$ cat config.mk
export PLATFORM = sky130hd
export DESIGN_NAME = dual_match_timer
export DESIGN_NICKNAME = d
export VERILOG_FILES = /design/src/rtl/dmt_pkg.sv /design/src/rtl/dmt_decode.sv /design/src/rtl/dmt_channel.sv /design/src/rtl/dual_match_timer.sv
export SDC_FILE = /design/constraint.sdc
export NUM_CORES = 1
export LEC_CHECK = 0
export BUFFER_PORTS_ARGS = -buffer_cell sky130_fd_sc_hd__buf_2
export CAP_MARGIN = 5
export CORE_ASPECT_RATIO = 1.4
export CORE_MARGIN = 8
export CORE_UTILIZATION = 60
export CTS_BUF_LIST = sky130_fd_sc_hd__clkbuf_8
export CTS_CLUSTER_SIZE = 24
export DETAILED_ROUTE_END_ITERATION = 6
export PLACE_DENSITY = 0.87
export SKIP_CTS_REPAIR_TIMING = 1
export SLEW_MARGIN = 20
export SYNTH_ARGS = -nofsm -noshare
export SYNTH_HDL_FRONTEND = slang
export SYNTH_SLANG_ARGS = --single-unit
$ cat constraint.sdc
create_clock -name clk -period 3.3 [get_ports clk]
set_clock_uncertainty 0.2 [all_clocks]
set_input_delay 0.33 -clock clk [delete_from_list [all_inputs] [get_ports clk]]
set_output_delay 0.33 -clock clk [all_outputs]
set_load 0.005 [all_outputs]
$ cat src/rtl/dmt_pkg.sv
package dmt_pkg;

    localparam int NUM_CH       = 2;
    localparam int CH_IDX_W     = 1;
    localparam int CH_STRIDE_SH = 4;   // timers are 16 bytes apart
    localparam int LOCK_OFS     = 32;  // byte offset of the lock word
    localparam int RUN_BIT      = 0;
    localparam int RESTART_BIT  = 1;

    typedef enum logic [1:0] {
        REG_CMP   = 2'd0,
        REG_COUNT = 2'd1,
        REG_CTRL  = 2'd2,
        REG_CLEAR = 2'd3
    } reg_sel_e;

    typedef struct packed {
        logic wr_cmp;
        logic wr_ctrl;
        logic wr_clear;
    } ch_wr_t;

    function automatic logic [31:0] pack_ctrl(input logic run, input logic restart);
        logic [31:0] v;
        v = '0;
        v[RUN_BIT]     = run;
        v[RESTART_BIT] = restart;
        return v;
    endfunction

endpackage

$ cat src/rtl/dmt_decode.sv
module dmt_decode
    import dmt_pkg::*;
#(
    parameter int ADDR_W = 6
) (
    input  logic                          wr_en,
    input  logic [ADDR_W-1:0]             addr,
    input  logic                          lock_on,
    output ch_wr_t [NUM_CH-1:0]           ch_wr,
    output logic                          lock_wr,
    output logic                          hit_ch,
    output logic [CH_IDX_W-1:0]           sel_ch,
    output reg_sel_e                      sel_reg,
    output logic                          hit_lock
);
    localparam int HI_W = ADDR_W - CH_STRIDE_SH;
    localparam logic [ADDR_W-1:0] LOCK_ADDR = ADDR_W'(LOCK_OFS);

    logic          aligned;
    logic [HI_W-1:0] hi_part;

    always_comb begin
        aligned  = (addr[1:0] == 2'b00);
        hi_part  = addr[ADDR_W-1:CH_STRIDE_SH];
        hit_ch   = aligned && (hi_part < HI_W'(NUM_CH));
        sel_ch   = addr[CH_STRIDE_SH +: CH_IDX_W];
        sel_reg  = reg_sel_e'(addr[3:2]);
        hit_lock = aligned && (addr == LOCK_ADDR);
        lock_wr  = wr_en && hit_lock;
    end

    for (genvar i = 0; i < NUM_CH; i++) begin : g_ch_wr
        logic sel_this;
        assign sel_this           = wr_en && !lock_on && hit_ch && (sel_ch == CH_IDX_W'(i));
        assign ch_wr[i].wr_cmp    = sel_this && (sel_reg == REG_CMP);
        assign ch_wr[i].wr_ctrl   = sel_this && (sel_reg == REG_CTRL);
        assign ch_wr[i].wr_clear  = sel_this && (sel_reg == REG_CLEAR);
    end

endmodule

$ cat src/rtl/dmt_channel.sv
module dmt_channel
    import dmt_pkg::*;
#(
    parameter int CNT_W  = 32,
    parameter int DATA_W = 32
) (
    input  logic              clk,
    input  logic              rst,
    input  logic              tick,
    input  ch_wr_t            wr,
    input  logic [DATA_W-1:0] wdata,
    output logic [CNT_W-1:0]  count,
    output logic [CNT_W-1:0]  cmp,
    output logic              run,
    output logic              restart,
    output logic              irq
);
    logic             stepping;
    logic [CNT_W-1:0] step_val;

    always_comb begin
        stepping = run && tick;
        if (restart && (count == cmp))
            step_val = '0;
        else
            step_val = count + 1'b1;
    end

    always_ff @(posedge clk) begin
        if (rst) begin
            count   <= '0;
            cmp     <= '1;
            run     <= 1'b0;
            restart <= 1'b0;
            irq     <= 1'b0;
        end else begin
            irq <= 1'b0;
            if (wr.wr_cmp)
                cmp <= wdata[CNT_W-1:0];
            if (wr.wr_ctrl) begin
                run     <= wdata[RUN_BIT];
                restart <= wdata[RESTART_BIT];
            end
            if (wr.wr_clear) begin
                count <= '0;
            end else if (stepping) begin
                count <= step_val;
                irq   <= (step_val == cmp);
            end
        end
    end


    clear_zero_chk: assert property (@(posedge clk) disable iff (rst)
        $past(wr.wr_clear) |-> (count == '0));


    idle_hold_chk: assert property (@(posedge clk) disable iff (rst)
        (!$past(run) && !$past(wr.wr_clear)) |-> $stable(count));


    step_inc_chk: assert property (@(posedge clk) disable iff (rst)
        $past(run && tick && !wr.wr_clear && !(restart && (count == cmp)))
        |-> (count == CNT_W'($past(count) + 1'b1)));


    irq_on_match_chk: assert property (@(posedge clk) disable iff (rst)
        irq |-> (count == $past(cmp)));


    irq_needs_step_chk: assert property (@(posedge clk) disable iff (rst)
        irq |-> $past(run && tick));

endmodule

$ cat src/rtl/dual_match_timer.sv
module dual_match_timer
    import dmt_pkg::*;
#(
    parameter int CNT_W  = 32,
    parameter int DATA_W = 32,
    parameter int ADDR_W = 6
) (
    input  logic              clk,
    input  logic              rst,
    input  logic              tick_slow,
    input  logic              tick_fast,
    input  logic              bus_wr,
    input  logic [ADDR_W-1:0] bus_addr,
    input  logic [DATA_W-1:0] bus_wdata,
    output logic [DATA_W-1:0] bus_rdata,
    output logic              irq_slow,
    output logic              irq_fast
);
    ch_wr_t [NUM_CH-1:0]           ch_wr;
    logic                          lock_on;
    logic                          lock_wr;
    logic                          hit_ch;
    logic                          hit_lock;
    logic [CH_IDX_W-1:0]           sel_ch;
    reg_sel_e                      sel_reg;
    logic [NUM_CH-1:0]             ticks;
    logic [NUM_CH-1:0]             irqs;
    logic [NUM_CH-1:0]             runs;
    logic [NUM_CH-1:0]             restarts;
    logic [NUM_CH-1:0][CNT_W-1:0]  counts;
    logic [NUM_CH-1:0][CNT_W-1:0]  cmps;

    assign ticks = {tick_fast, tick_slow};

    dmt_decode #(.ADDR_W(ADDR_W)) u_decode (
        .wr_en    (bus_wr),
        .addr     (bus_addr),
        .lock_on  (lock_on),
        .ch_wr    (ch_wr),
        .lock_wr  (lock_wr),
        .hit_ch   (hit_ch),
        .sel_ch   (sel_ch),
        .sel_reg  (sel_reg),
        .hit_lock (hit_lock)
    );

    for (genvar i = 0; i < NUM_CH; i++) begin : g_timer
        dmt_channel #(.CNT_W(CNT_W), .DATA_W(DATA_W)) u_chan (
            .clk     (clk),
            .rst     (rst),
            .tick    (ticks[i]),
            .wr      (ch_wr[i]),
            .wdata   (bus_wdata),
            .count   (counts[i]),
            .cmp     (cmps[i]),
            .run     (runs[i]),
            .restart (restarts[i]),
            .irq     (irqs[i])
        );
    end

    always_ff @(posedge clk) begin
        if (rst)
            lock_on <= 1'b0;
        else if (lock_wr)
            lock_on <= bus_wdata[0];
    end

    always_comb begin
        bus_rdata = '0;
        if (hit_ch) begin
            unique case (sel_reg)
                REG_CMP:   bus_rdata = DATA_W'(cmps[sel_ch]);
                REG_COUNT: bus_rdata = DATA_W'(counts[sel_ch]);
                REG_CTRL:  bus_rdata = DATA_W'(pack_ctrl(runs[sel_ch], restarts[sel_ch]));
                REG_CLEAR: bus_rdata = '0;
                default:   bus_rdata = '0;
            endcase
        end else if (hit_lock) begin
            bus_rdata = DATA_W'(lock_on);
        end
    end

    assign irq_slow = irqs[0];
    assign irq_fast = irqs[1];


    lock_blocks_chk: assert property (@(posedge clk) disable iff (rst)
        lock_on |-> (ch_wr == '0));


    lock_writable_chk: assert property (@(posedge clk) disable iff (rst)
        $past(lock_wr) |-> (lock_on == $past(bus_wdata[0])));

endmodule

# After elaboration in Yosys (flattened, before gate mapping)
# Index checks and enable logic that the tools add are counted.
dict set report word_totals {
  ff_bits 135
  out_inout_bits 34
  elab_cells 63
}
dict set report classes {
  add_sub_neg 2
  magnitude_cmp 2
  n_eq_ne 8
  n_mux 13
  bitwise 3
  reduce_logical 24
}
# cell count
set ops {}
lappend ops {{32-bit 2-to-1 mux} 7}
lappend ops {{32-bit == test} 4}
lappend ops {{32-bit case mux with 4 select lines} 1}
lappend ops {{32-bit by 1-bit adder with 32-bit output, second input constant} 2}
lappend ops {{1-bit logical AND} 17}
lappend ops {{6-bit == test, second input constant} 1}
lappend ops {{3-bit OR reduction} 2}
lappend ops {{1-bit 2-to-1 mux} 5}
lappend ops {{2-bit == test, second input constant} 2}
lappend ops {{2-bit logical NOT} 2}
lappend ops {{2-bit OR reduction} 2}
lappend ops {{1-bit NOT} 3}
lappend ops {{2-bit by 1-bit == test with 1-bit output, second input constant} 1}
lappend ops {{1-bit by 2-bit < comparator with 1-bit output, second input constant} 1}
lappend ops {{2-bit < comparator, second input constant} 1}
lappend ops {{1-bit logical NOT} 1}

# Longest topological paths before layout
dict set report depth {
  depth_word 6
  mapped_depth 11
  mapped_depth_nobuf 9
}

# Modules after synthesis
# Synthesis repeated with hierarchy kept, for this count alone.
dict set report unflattened {
  hier_cells 1269
  area_unflattened_um2 10167.3
}
# module n_inst cells_each area_per_inst_um2 seq_area_each_um2
set by_module_without_submodules {}
lappend by_module_without_submodules {dmt_channel 2 549 4398.0 1341.3}
lappend by_module_without_submodules {dual_match_timer 1 152 1256.2 20.0}
lappend by_module_without_submodules {dmt_decode 1 19 115.1 0.0}

# Least setup slack after synthesis
# No wires, ideal clock.
dict set report synth_timing {
  kind {register -> register}
  from {register g_timer[1].u_chan.count[0]}
  to {register g_timer[1].u_chan.irq}
  setup_ps 88
  arrival_ps 2595
  required_ps 3012
  path_slack_ps 417
  path_stages_with_launch 11
  path_buffers 1
  synth_period_minus_slack_ps 2883
  cell_sequence {dfxtp_1 ha_1 nand4_1 or4_4 buf_6 nand4bb_4 xor2_1 a22o_1 a2111oi_2 o2111ai_1 nor4_2}
}
dict set report synth_between {
  elab_chain_cells 4
  elab_cells_between_ends 5
  cone_classes {add/sub (1); eq/ne (2); mux (1); reduce/logical (1)}
}
# element line
set synth_rtl {}
lappend synth_rtl {{start: declaration} dmt_channel.sv:12} ;# output logic [CNT_W-1:0] count,
lappend synth_rtl {{start signal: assignment} dmt_channel.sv:47} ;# count <= step_val;
lappend synth_rtl {{parallel branches: the longest is 2 deep, another holds 32-bit by 1-bit adder with 32-bit output} -}
lappend synth_rtl {{32-bit 2-to-1 mux *} dmt_channel.sv:23} ;# if (restart && (count == cmp))
lappend synth_rtl {{32-bit == test *} dmt_channel.sv:48} ;# irq <= (step_val == cmp);
lappend synth_rtl {{end signal: assignment} dmt_channel.sv:48}
lappend synth_rtl {{end: declaration} dmt_channel.sv:16} ;# output logic irq
# Every way passes the cells marked *.
# A chain may end at the register's enable or synchronous reset.

# Final worst setup path
dict set report layout_timing {
  from {register g_timer[1].u_chan.count[26]}
  to {register g_timer[1].u_chan.irq}
}
# Same word-level chain as after synthesis.

==> impl_metrics.ini <==
[synthesis]
synth_seq_cells = 135
synth_ff_type = dfxtp_1
ys_seq_area_share_pct = 26.7
syn_avg_cell_area_um2 = 7.54
ys_types = 76
syn_area_mm2 = 0.0101
syn_inst = 1344
syn_nets = 1389
ys_async_sr_fraction_pct = 0
synth_edf_count = 0
yosysWarningCount = 0

[placed_design]
placement.io_buffers = 76
placedInstanceArea_mm2 = 0.0112
pre_cts_ws_ps = 141
hpwl_mm = 31.0
dp_cells = 1614
gp_routability_congestion = 1.11

[power_and_ir_drop]
leakage_nw = 4.50
power_mw = 3.46
switching_power_uw = 881
clkPwrFrac_pct = 45.1
sw_frac_of_total_pct = 25.5
seq_power_share_pct = 47.5
power_density_mw_per_mm2 = 289
vdd_drop_max_uv = 241
p_comb_share_pct = 7.4
intPower_mw = 2.57

[layout]
drive_above_1_share_pct = 17.3
fin_cells = 1682
final_cell_area_mm2 = 0.0120
final_cell_mix = nand2_1 (173), dfxtp_1 (134), buf_4 (115)
fillers = 1349
final_util_pct = 71.8
final_nets = 1509
syn_to_final_growth_pct = 18.1
final_common_cell = nand2_1

[global_routing]
gr-total-overflow = 0
antenna_found_initial = 2
grt_start_max_net_pins = 69
grt_first_pass_wirelength_mm = 63.2
grt_pass1_vias = 10900
grt_usage_pct = 38.4

[worst_setup_path]
cpLargestDelayFamily = simple AND/OR/NAND/NOR gates
crit_chain = xnor2_1 > o211ai_1 > or4_1 > nor3_1 > buf_4 > or4_1 > a21oi_1 > o221ai_1 > nor4_2
setup.worst_path.end_class = register
cpPeakStageDelay_ps = 690
arrival_ps = 3410
cp_max_fo = 5
required_ps = 3450
cp_common_cell = or4_1
worstSetupPathType = reg2reg
start_kind = register
cp_slowest_cell = or4_1
path_buf_inv = 1

[drt]
via_count = 12000
remaining_drc_errors = 0
drt_first_pass_iters = 6
ant_nets = 0
post_drt_wl_per_cell_um = 26.5
finalWirelength_mm = 44.6
drt_iter0_markers = 1899
via_per_inst = 7.13

[timing]
fmax_mhz = 307
slew_violations = 0
setup_violations = 0
final.setup.worst_slack_ps = 39.2
tightestPinTransition_ps = 958
rsz0062_at_grt = false
hold_ws_ps = 185
maxSlewHeadroom_pct = 36.0
period_minus_slack_ps = 3260
layout_worst_path_cycle_share_pct = 98.8
final_hold_viol_count = 0
setup-tns-final_ps = 0

[floorplanning]
dieWidth_um = 126
coreArea_mm2 = 0.0167
rows = 56
dieArea_mm2 = 0.0214
pin_count = 77
die_h_um = 170
start_util_pct = 60.8

[clock_tree]
htree_levels = 4
numCtsBuffers = 17
clk_path_buf_depth = 2
clk_latency_ps = 470
cts_tree = done
clkTransAtPathRegs_ps = 90
cts_root_buf = clkbuf_8
clkSinkCount = 135

[run]
drv_cap = 0

[run_status]
outcome = finished, final reports clean

[min_path]
min_path_type = in2reg
## per-layer routing
| metal | share of wire (%) | track usage [%] |
|---|---|---|
| met5 | 0 | 0 |
| met4 | 9.8 | 31.0 |
| met3 | 11 | 6.26 |
| met2 | 45 | 63.7 |
| met1 | 34 | 43.2 |
## synthesized netlist by cell type, types with 4 or more instances
library cell / instances / area (µm²)
o31a_1: 5 / 43.8
a221o_1: 8 / 80.1
nand2_1: 173 / 649
buf_2: 34 / 170
o221ai_1: 5 / 43.8
o21bai_1: 4 / 30.0
nor4_1: 34 / 213
o22a_1: 4 / 35.0
a22o_1: 4 / 35.0
o31ai_1: 5 / 37.5
and4_1: 8 / 70.1
a31oi_1: 11 / 68.8
xnor2_1: 71 / 622
nand3b_1: 21 / 158
inv_1: 18 / 67.6
nor3_1: 42 / 210
nor2b_1: 13 / 81.3
xor2_1: 31 / 272
and3_1: 15 / 93.8
nand2b_1: 13 / 81.3
a22oi_1: 6 / 45.0
clkbuf_1: 84 / 315
buf_1: 5 / 18.8
nor2_1: 63 / 236
nand3_1: 68 / 340
o21ai_0: 66 / 330
or4_1: 9 / 67.6
o22ai_1: 34 / 213
mux2i_1: 101 / 1010
a21oi_1: 77 / 385
nand4_1: 36 / 225
o211ai_1: 10 / 75.1
dfxtp_1: 135 / 2700
or3_1: 24 / 150
and2_1: 35 / 219
## power groups by stage
stage | clock network, mW | logic (mW) | registers [mW]
finish | 1.56 | 0.255 | 1.64
global route | 1.62 | 0.261 | 1.64
detailed placement | 0 | 0.201 | 1.68
CTS | 1.55 | 0.202 | 1.64
global placement | 0 | 0.200 | 1.68
floorplan | 0 | 0.113 | 1.68
## cell families (layout without fill, tap and decap cells)
group / Yosys count / after routing / synth area share [%]
simple gates: 580 / 580 / 30.2
compound gates: 274 / 274 / 17.1
buf+inv: 144 / 277 / 5.88
flops: 135 / 135 / 26.7
mux: 105 / 105 / 10.6
xor+xnor: 104 / 104 / 9.27
fa+ha+maj: 2 / 2 / 0.247
other cells: 0 / 2 / 0
## path summary, 6_finish.rpt
| check | from | endpoint | slack (ps) | cells past startpoint |
|---|---|---|---|---|
| setup reg to reg | g_timer[1].u_chan.count[26]$_SDFFE_PP0P_ | g_timer[1].u_chan.irq$_SDFF_PP0_ | 40 | 9 |
| hold reg to reg | lock_on$_SDFFE_PP0P_ | lock_on$_SDFFE_PP0P_ | 280 | 2 |
| hold / removal | bus_addr[5] | lock_on$_SDFFE_PP0P_ | 190 | 4 |
| setup / recovery | g_timer[1].u_chan.count[26]$_SDFFE_PP0P_ | g_timer[1].u_chan.irq$_SDFF_PP0_ | 40 | 9 |
## state kept, by name, indices dropped and copies added, names as in the netlist
register / cells
g_timer.u_chan.cmp: 64
g_timer.u_chan.count: 64
g_timer.u_chan.irq: 2
g_timer.u_chan.restart: 2
g_timer.u_chan.run: 2
lock_on: 1
## tightest hold or removal path, stage by stage
cell	delay, ps
buf_2	120
and3_1	200
nand3_1	100
a21oi_1	60
## area by class of cell
| type | count | area [µm²] | area share, % |
|---|---|---|---|
| Timing Repair Buffer | 227 | 1640 | 13.7 |
| Tap cell | 203 | 254 | 2.12 |
| Inverter | 18 | 67.6 | 0.564 |
| Antenna cell | 2 | 5.00 | 0.0418 |
| Multi-Input combinational cell | 1065 | 6870 | 57.4 |
| Clock buffer | 18 | 248 | 2.07 |
| Sequential cell | 135 | 2700 | 22.6 |
| Clock inverter | 14 | 184 | 1.54 |
(Power assumes the default switching activity.)
